**src/rtl/raster_sync_pkg.sv**
```systemverilog
package raster_sync_pkg;

  // configuration register selects
  typedef enum logic [2:0] {
    REG_CTRL   = 3'd0,
    REG_HOFF   = 3'd1,
    REG_VOFF   = 3'd2,
    REG_HFALL  = 3'd3,
    REG_HRISE  = 3'd4,
    REG_VFALL  = 3'd5,
    REG_VRISE  = 3'd6
  } cfg_sel_e;

  typedef enum logic {
    MODE_MASTER = 1'b0,
    MODE_SLAVE  = 1'b1
  } sync_mode_e;

endpackage

```
**src/rtl/raster_sync_cfg.sv**
```systemverilog
module raster_sync_cfg
  import raster_sync_pkg::*;
#(
  parameter int HW = 11,
  parameter int VW = 10,
  parameter int CW = 11
) (
  input  logic          clk,
  input  logic          rst_n,
  input  logic          we,
  input  logic [2:0]    addr,
  input  logic [CW-1:0] wdata,
  output logic          pol_rise,
  output logic [HW-1:0] h_off,
  output logic [VW-1:0] v_off,
  output logic [HW-1:0] h_fall,
  output logic [HW-1:0] h_rise,
  output logic [VW-1:0] v_fall,
  output logic [VW-1:0] v_rise
);

  logic          pol_d;
  logic [HW-1:0] h_off_d, h_fall_d, h_rise_d;
  logic [VW-1:0] v_off_d, v_fall_d, v_rise_d;

  always_comb begin
    pol_d    = pol_rise;
    h_off_d  = h_off;
    v_off_d  = v_off;
    h_fall_d = h_fall;
    h_rise_d = h_rise;
    v_fall_d = v_fall;
    v_rise_d = v_rise;
    if (we) begin
      unique case (cfg_sel_e'(addr))
        REG_CTRL:  pol_d    = wdata[0];
        REG_HOFF:  h_off_d  = wdata[HW-1:0];
        REG_VOFF:  v_off_d  = wdata[VW-1:0];
        REG_HFALL: h_fall_d = wdata[HW-1:0];
        REG_HRISE: h_rise_d = wdata[HW-1:0];
        REG_VFALL: v_fall_d = wdata[VW-1:0];
        REG_VRISE: v_rise_d = wdata[VW-1:0];
        default:   ;
      endcase
    end
  end

  always_ff @(posedge clk or negedge rst_n) begin
    if (!rst_n) begin
      pol_rise <= 1'b1;
      h_off    <= '0;
      v_off    <= '0;
      h_fall   <= '0;
      h_rise   <= '0;
      v_fall   <= '0;
      v_rise   <= '0;
    end else begin
      pol_rise <= pol_d;
      h_off    <= h_off_d;
      v_off    <= v_off_d;
      h_fall   <= h_fall_d;
      h_rise   <= h_rise_d;
      v_fall   <= v_fall_d;
      v_rise   <= v_rise_d;
    end
  end

  // a write to an unused select leaves every register as it was
  a_r11_unused_sel: assert property (@(posedge clk) disable iff (!rst_n)
    (we && addr == 3'd7) |=> ($stable(h_off) && $stable(v_off) && $stable(pol_rise)));

endmodule

```
**src/rtl/raster_sync_edge.sv**
```systemverilog
module raster_sync_edge (
  input  logic clk,
  input  logic rst_n,
  input  logic ext_in,
  input  logic pol_rise,
  output logic trig
);

  logic meta_q, sync_q, last_q;

  always_ff @(posedge clk or negedge rst_n) begin
    if (!rst_n) begin
      meta_q <= 1'b0;
      sync_q <= 1'b0;
      last_q <= 1'b0;
    end else begin
      meta_q <= ext_in;
      sync_q <= meta_q;
      last_q <= sync_q;
    end
  end

  always_comb begin
    if (pol_rise) trig = sync_q & ~last_q;
    else          trig = ~sync_q & last_q;
  end

  // a detected edge is a single-cycle event
  a_r3_trig_single: assert property (@(posedge clk) disable iff (!rst_n)
    trig |=> !trig);

endmodule

```
**src/rtl/raster_sync_counter.sv**
```systemverilog
module raster_sync_counter #(
  parameter int LINE_CLKS   = 1716,
  parameter int FRAME_LINES = 525,
  parameter int HW          = 11,
  parameter int VW          = 10
) (
  input  logic          clk,
  input  logic          rst_n,
  input  logic          load,
  input  logic [HW-1:0] h_ld,
  input  logic [VW-1:0] v_ld,
  output logic [HW-1:0] h_cnt,
  output logic [VW-1:0] v_cnt
);

  localparam logic [HW-1:0] H_LAST = HW'(LINE_CLKS - 1);
  localparam logic [VW-1:0] V_LAST = VW'(FRAME_LINES - 1);

  logic [HW-1:0] h_d;
  logic [VW-1:0] v_d;
  logic          line_end;

  assign line_end = (h_cnt == H_LAST);

  always_comb begin
    h_d = h_cnt;
    v_d = v_cnt;
    if (load) begin
      h_d = h_ld;
      v_d = v_ld;
    end else if (line_end) begin
      h_d = '0;
      v_d = (v_cnt == V_LAST) ? '0 : v_cnt + 1'b1;
    end else begin
      h_d = h_cnt + 1'b1;
    end
  end

  always_ff @(posedge clk or negedge rst_n) begin
    if (!rst_n) begin
      h_cnt <= '0;
      v_cnt <= '0;
    end else begin
      h_cnt <= h_d;
      v_cnt <= v_d;
    end
  end

  // pixel counter stays within the line
  a_r2_h_range: assert property (@(posedge clk) disable iff (!rst_n)
    h_cnt <= H_LAST);
  // the pixel counter returns to zero after the last pixel
  a_r2_h_wrap: assert property (@(posedge clk) disable iff (!rst_n)
    (!load && line_end) |=> (h_cnt == '0));
  // a load places the raster at the requested position
  a_r3_load_pos: assert property (@(posedge clk) disable iff (!rst_n)
    load |=> (h_cnt == $past(h_ld) && v_cnt == $past(v_ld)));

endmodule

```
**src/rtl/raster_sync_window.sv**
```systemverilog
module raster_sync_window #(
  parameter int W = 11
) (
  input  logic [W-1:0] pos,
  input  logic [W-1:0] start,
  input  logic [W-1:0] stop,
  output logic         active
);

  logic after_start, before_stop;

  assign after_start = (pos >= start);
  assign before_stop = (pos <  stop);

  always_comb begin
    if (start <= stop) active = after_start & before_stop;
    else               active = after_start | before_stop;
  end

endmodule

```
**src/rtl/raster_sync_gen.sv**
```systemverilog
module raster_sync_gen
  import raster_sync_pkg::*;
#(
  parameter  int LINE_CLKS   = 1716,
  parameter  int FRAME_LINES = 525,
  localparam int HW          = $clog2(LINE_CLKS),
  localparam int VW          = $clog2(FRAME_LINES),
  localparam int CW          = (HW > VW) ? HW : VW
) (
  input  logic          clk,
  input  logic          gen_rst_n,
  input  logic          por_n,
  input  logic          ext_vsync,
  input  logic          cfg_we,
  input  logic [2:0]    cfg_addr,
  input  logic [CW-1:0] cfg_wdata,
  output logic          hs_n,
  output logic          vs_n,
  output logic          cs_n,
  output logic [HW-1:0] h_pos,
  output logic [VW-1:0] v_pos,
  output logic          slave_mode,
  output logic [HW-1:0] cap_hpos,
  output logic [VW-1:0] cap_vpos,
  output logic          cap_valid
);

  logic          pol_rise, trig;
  logic [HW-1:0] h_off, h_fall, h_rise;
  logic [VW-1:0] v_off, v_fall, v_rise;
  logic          h_act, v_act;
  sync_mode_e    mode_q, mode_d;
  logic          valid_rst_n;

  raster_sync_cfg #(.HW(HW), .VW(VW), .CW(CW)) u_cfg (
    .clk(clk), .rst_n(gen_rst_n), .we(cfg_we), .addr(cfg_addr), .wdata(cfg_wdata),
    .pol_rise(pol_rise), .h_off(h_off), .v_off(v_off),
    .h_fall(h_fall), .h_rise(h_rise), .v_fall(v_fall), .v_rise(v_rise)
  );

  raster_sync_edge u_edge (
    .clk(clk), .rst_n(gen_rst_n), .ext_in(ext_vsync), .pol_rise(pol_rise), .trig(trig)
  );

  raster_sync_counter #(.LINE_CLKS(LINE_CLKS), .FRAME_LINES(FRAME_LINES), .HW(HW), .VW(VW)) u_cnt (
    .clk(clk), .rst_n(gen_rst_n), .load(trig), .h_ld(h_off), .v_ld(v_off),
    .h_cnt(h_pos), .v_cnt(v_pos)
  );

  raster_sync_window #(.W(HW)) u_hwin (
    .pos(h_pos), .start(h_fall), .stop(h_rise), .active(h_act)
  );

  raster_sync_window #(.W(VW)) u_vwin (
    .pos(v_pos), .start(v_fall), .stop(v_rise), .active(v_act)
  );

  // sync outputs, registered for glitch-free pins
  always_ff @(posedge clk or negedge gen_rst_n) begin
    if (!gen_rst_n) begin
      hs_n <= 1'b1;
      vs_n <= 1'b1;
      cs_n <= 1'b1;
    end else begin
      hs_n <= ~h_act;
      vs_n <= ~v_act;
      cs_n <= ~(h_act | v_act);
    end
  end

  // capture of the pre-reload position
  always_ff @(posedge clk or negedge gen_rst_n) begin
    if (!gen_rst_n) begin
      cap_hpos <= '0;
      cap_vpos <= '0;
    end else if (trig) begin
      cap_hpos <= h_pos;
      cap_vpos <= v_pos;
    end
  end

  always_comb begin
    mode_d = mode_q;
    if (trig) mode_d = MODE_SLAVE;
  end

  always_ff @(posedge clk or negedge gen_rst_n) begin
    if (!gen_rst_n) mode_q <= MODE_MASTER;
    else            mode_q <= mode_d;
  end

  assign slave_mode = (mode_q == MODE_SLAVE);

  // only the capture strobe listens to the power-on reset
  assign valid_rst_n = gen_rst_n & por_n;

  always_ff @(posedge clk or negedge valid_rst_n) begin
    if (!valid_rst_n) cap_valid <= 1'b0;
    else              cap_valid <= trig;
  end

  // capture holds the counter position seen at the reload edge
  a_r4_capture: assert property (@(posedge clk) disable iff (!gen_rst_n)
    trig |=> (cap_hpos == $past(h_pos) && cap_vpos == $past(v_pos)));
  // capture strobe lasts one cycle
  a_r5_valid_pulse: assert property (@(posedge clk) disable iff (!gen_rst_n)
    cap_valid |=> !cap_valid);
  // slave mode is sticky
  a_r6_mode_sticky: assert property (@(posedge clk) disable iff (!gen_rst_n)
    slave_mode |=> slave_mode);
  // the vertical interval forces composite sync low
  a_r9_cs_vertical: assert property (@(posedge clk) disable iff (!gen_rst_n)
    !vs_n |-> !cs_n);
  // power-on reset leaves the raster counters running
  a_r10_por_raster: assert property (@(posedge clk) disable iff (!gen_rst_n)
    (!por_n && !trig && h_pos != HW'(LINE_CLKS - 1)) |=> (h_pos == $past(h_pos) + 1'b1));

endmodule

```
**config.mk**
```make
export PLATFORM = sky130hd
export DESIGN_NAME = raster_sync_gen
export DESIGN_NICKNAME = d
export VERILOG_FILES = /design/src/rtl/raster_sync_pkg.sv /design/src/rtl/raster_sync_cfg.sv /design/src/rtl/raster_sync_edge.sv /design/src/rtl/raster_sync_counter.sv /design/src/rtl/raster_sync_window.sv /design/src/rtl/raster_sync_gen.sv
export SDC_FILE = /design/constraint.sdc
export NUM_CORES = 1
export LEC_CHECK = 0
export CAP_MARGIN = 20
export CORE_ASPECT_RATIO = 1.2
export CORE_MARGIN = 1
export CORE_UTILIZATION = 55
export CTS_BUF_LIST = sky130_fd_sc_hd__clkbuf_2
export CTS_CLUSTER_SIZE = 20
export DETAILED_ROUTE_END_ITERATION = 8
export GPL_ROUTABILITY_DRIVEN = 0
export GPL_TIMING_DRIVEN = 1
export HOLD_SLACK_MARGIN = 0.03
export PLACE_DENSITY = 0.84
export SETUP_SLACK_MARGIN = 0.05
export SLEW_MARGIN = 20
export SYNTH_ARGS = -nofsm -noshare
export SYNTH_HDL_FRONTEND = slang
export SYNTH_HIERARCHICAL = 1
export SYNTH_SLANG_ARGS = --single-unit
```
**constraint.sdc**
```tcl
create_clock -name clk -period 6 [get_ports clk]
set_input_delay 1.8 -clock clk [delete_from_list [all_inputs] [get_ports clk]]
set_output_delay 1.8 -clock clk [all_outputs]
set_load 0.005 [all_outputs]
```
==> impl_results.md <==
- CP delay by family, top: flip-flops
- Leak: between 0.003 and 0.004 µW
- CP startpoint: u_cnt/v_cnt[5]
- Worst EP arrival: around 1900 ps
- CTS sink count: 114
- Core box area: 11100 µm²
- Uppermost routed layer: met4
- Worst Hold Class: flip-flop to flip-flop
- Final Setup Violations: 0
- Syn Nets: 613
- Synthesized netlist cell count: 530
- WP buf/inv: 1
- Nets@finish: just under 700
- Slew @ Worst Pin: approximately 880 ps
- Root buf cell: clkbuf_2
- CP Capture Point: v_pos[5]
- Initial core utilization: 56.6%
- Largest stage delay, worst path: 650 ps
- Post-synth top area share: 43.9%
- Simple logic cell fraction of the synthesized area: a little under a tenth
- Setup CP Type: flip-flop to primary output
- Hold path cells: 0
- Crit-path cells: clkdlybuf4s50_1
- Largest net degree at the start of global routing: 73
- Reg2Reg Launch Point: u_cnt/v_cnt[0]
- Post-synth EDFFs: 0
- # IOs: 66
- Worst reg2reg endpoint: cs_n
- Final Hold Viols: 0
- Iter 0 DRT Violations: 275
- VDD IR max: 0.000219 V
- Commonest cells in the netlist: dfrtp_1, ha_1, mux2_2
- Worst-case reg-to-reg path depth: 8
- Yosys warning count: 6
- Slowest-stage cell, CP: dfrtp_1
- Die footprint: around 12000 µm²
- Pwr/cell area: 419 nW/µm²
- Max transition margin: roughly two fifths
- Maxcap violations: 0
- Total negative slack: 0 ps
- Worst path depth: 1
- Port Buffer Count: 65
- Vias in the first global route: 4633
- CTS tree: done
- DR vias: 4599
- Largest area contributor in the netlist: dfrtp_1
- Drt pass-1 iters: 5
- Hpwl dp: between 9000 and 10000 µm
- Status: completed
- Resized Gates After CTS: 0
- Num CTS Buffers: 17
- CP max FO: 10
- Clock Latency Late Sink: between 600 and 700 ps
- Initial antenna violation count: 1
- Clock period minus worst slack: between 3000 and 4000 ps
- Reg-to-reg slack, setup: about 3700 ps
- CP Launch Type: flip-flop
- Wire length on met2: about 6800 µm
- Worst Clk Skew: ~20 ps
- Post-CTS Hold Buffers: 0
- Tot GR Track Use: about a quarter
- Avg Vias per Cell: about 6.0
- RSZ-0062 raised after global routing: no
- WL met1: approximately 6000 µm
- Die width: between 90 and 100 µm
- CTS clk-pin slew, worst paths: approximately 170 ps
- Residual DRC count: 0
- FP Rows: 42
- Compound-Gate Fraction of Synth Area: between 8 and 9%
- Final ANT Viol Nets: 0
- Share of cells above drive strength 1: a little over a fifth
- Synth Area in XOR/XNOR: ~1.3%
- CP Capture Type: primary output
- DIE HEIGHT: ~120 µm
- Period utilization: between 60% and 70%
- # H-tree levels: 4
- Post-CTS setup buffers: 0
- Largest cells by area after synthesis: dfrtp_1, ha_1, mux2_2
- Longest Clk Path Bufs: 2
- Largest family of logic cells by synthesized area: multiplexers
- FFs w/ async S/R, synth: 100%
- Wirelength per Cell: ~18 µm
- Grt total ovfl: 0
- Final wirelength: approximately 14000 µm
- Primary FF master, synth: dfrtp_1
- Fmax: approximately 270 MHz
- Post-synthesis adder-cell area fraction: between 10% and 20%
- Fin. max-slew vios: 0
- Post-synth cell types: 54
- First-pass GRT wire length: around 23000 µm
- Synthesized area: about 6300 µm²
- Register area share after synthesis: 45.6%
- Avg Synthesized Cell Area: 11.8 µm²
- P&R area growth vs syn: 16.5%
- #FFs+latches synth: approximately 110
- Total chip power: 3060 µW
- Met3 wire len: 616 µm
- Mux share of post-synthesis cell area: about 17%
- Final core occ: between 60% and 70%
- CP Data Required Time: approximately 4200 ps
- Count leader, synth: dfrtp_1
==> layout by cell type (no fill, tap or decap), types with 3 or more instances in the layout <==
master	count
nand3_1	12
a21oi_1	21
a2bb2oi_1	3
and4_1	4
buf_4	4
clkbuf_2	21
or3_1	3
nand2_1	23
nand2b_1	4
a31oi_1	7
o21ai_0	14
nand4b_1	4
a21o_1	10
nand4_1	16
a211o_1	3
dfrtp_1	110
a22o_1	4
bufinv_16	4
and4bb_1	3
xor2_1	3
nor3_1	6
inv_1	52
xnor2_1	6
clkinv_2	3
nor2_1	15
o31ai_1	4
dfstp_2	4
mux2_4	22
mux2_2	63
clkdlybuf4s50_1	64
o21a_1	4
ha_1	64
==> state kept, by name, indices dropped and copies added (netlist names) <==
name            count
cap_hpos           11
u_cfg/h_fall       11
u_cfg/h_off        11
u_cfg/h_rise       11
u_cnt/h_cnt        11
cap_vpos           10
u_cfg/v_fall       10
u_cfg/v_off        10
u_cfg/v_rise       10
u_cnt/v_cnt        10
cap_valid           1
cs_n                1
hs_n                1
slave_mode          1
u_cfg/pol_rise      1
u_edge/last_q       1
u_edge/meta_q       1
u_edge/sync_q       1
vs_n                1
==> routing by layer <==
metal  track usage [%]  vias to the layer above
met1              31.8                     2282
met3              4.58                       50
li1                  -                     2079
met5                 0                        -
met4              12.0                        0
met2              41.5                      188
==> cells by family (layout without fill, tap and decap cells) <==
group / Yosys count / in the layout
flops: 114 / 114
simple gates: 104 / 104
mux: 86 / 86
compound gates: 84 / 84
buf+inv: 67 / 152
fa+ha+maj: 66 / 66
xor+xnor: 9 / 9
other cells: 0 / 1
==> through the flow <==
| step | area (µm²) | hold slack (ps) | setup slack [ps] | std cells |
|---|---|---|---|---|
| final | 7310 | 372 | 2290 | 770 |
| after global routing | 7310 | 378 | 2200 | 770 |
| after CTS | 7300 | 375 | 2260 | 769 |
| after detailed placement | 7040 | 340 | 2380 | 737 |
| after global placement | 7040 | 335 | 2440 | 737 |
| after floorplan | 6270 | 331 | 3320 | 530 |
==> worst register-to-register path: stages (launching register included) <==
cell and delay, ps:
dfrtp_1 620, inv_1 90, ha_1 290, nand2b_1 140, a21oi_1 190, o21ai_1 110
a221o_1 380, maj3_2 350, nor2_1 120
==> final cells by class <==
class | instances | area [µm²]
Sequential cell | 114 | 2860
Clock buffer | 21 | 105
Timing Repair Buffer | 68 | 671
Clock inverter | 11 | 163
Antenna cell | 1 | 2.50
Multi-Input combinational cell | 349 | 3120
Fill cell | 815 | 3780
Inverter | 52 | 195
Tap cell | 154 | 193
==> worst min-delay path by stage <==
stage	slack [ps]	to	start
after floorplan	330	u_edge/sync_q	u_edge/meta_q
after global placement	330	u_edge/sync_q	u_edge/meta_q
after detailed placement	340	u_edge/sync_q	u_edge/meta_q
after CTS	370	u_edge/sync_q	u_edge/meta_q
after global routing	380	u_edge/sync_q	u_edge/meta_q
final	370	u_edge/sync_q	u_edge/meta_q
==> report_power, final <==
group	internal, µW	total (µW)	switching (µW)
sequential	1000	1280	279
combinational	709	1230	519
clock	278	554	276
No activity file was read; power rests on OpenSTA's default activity.
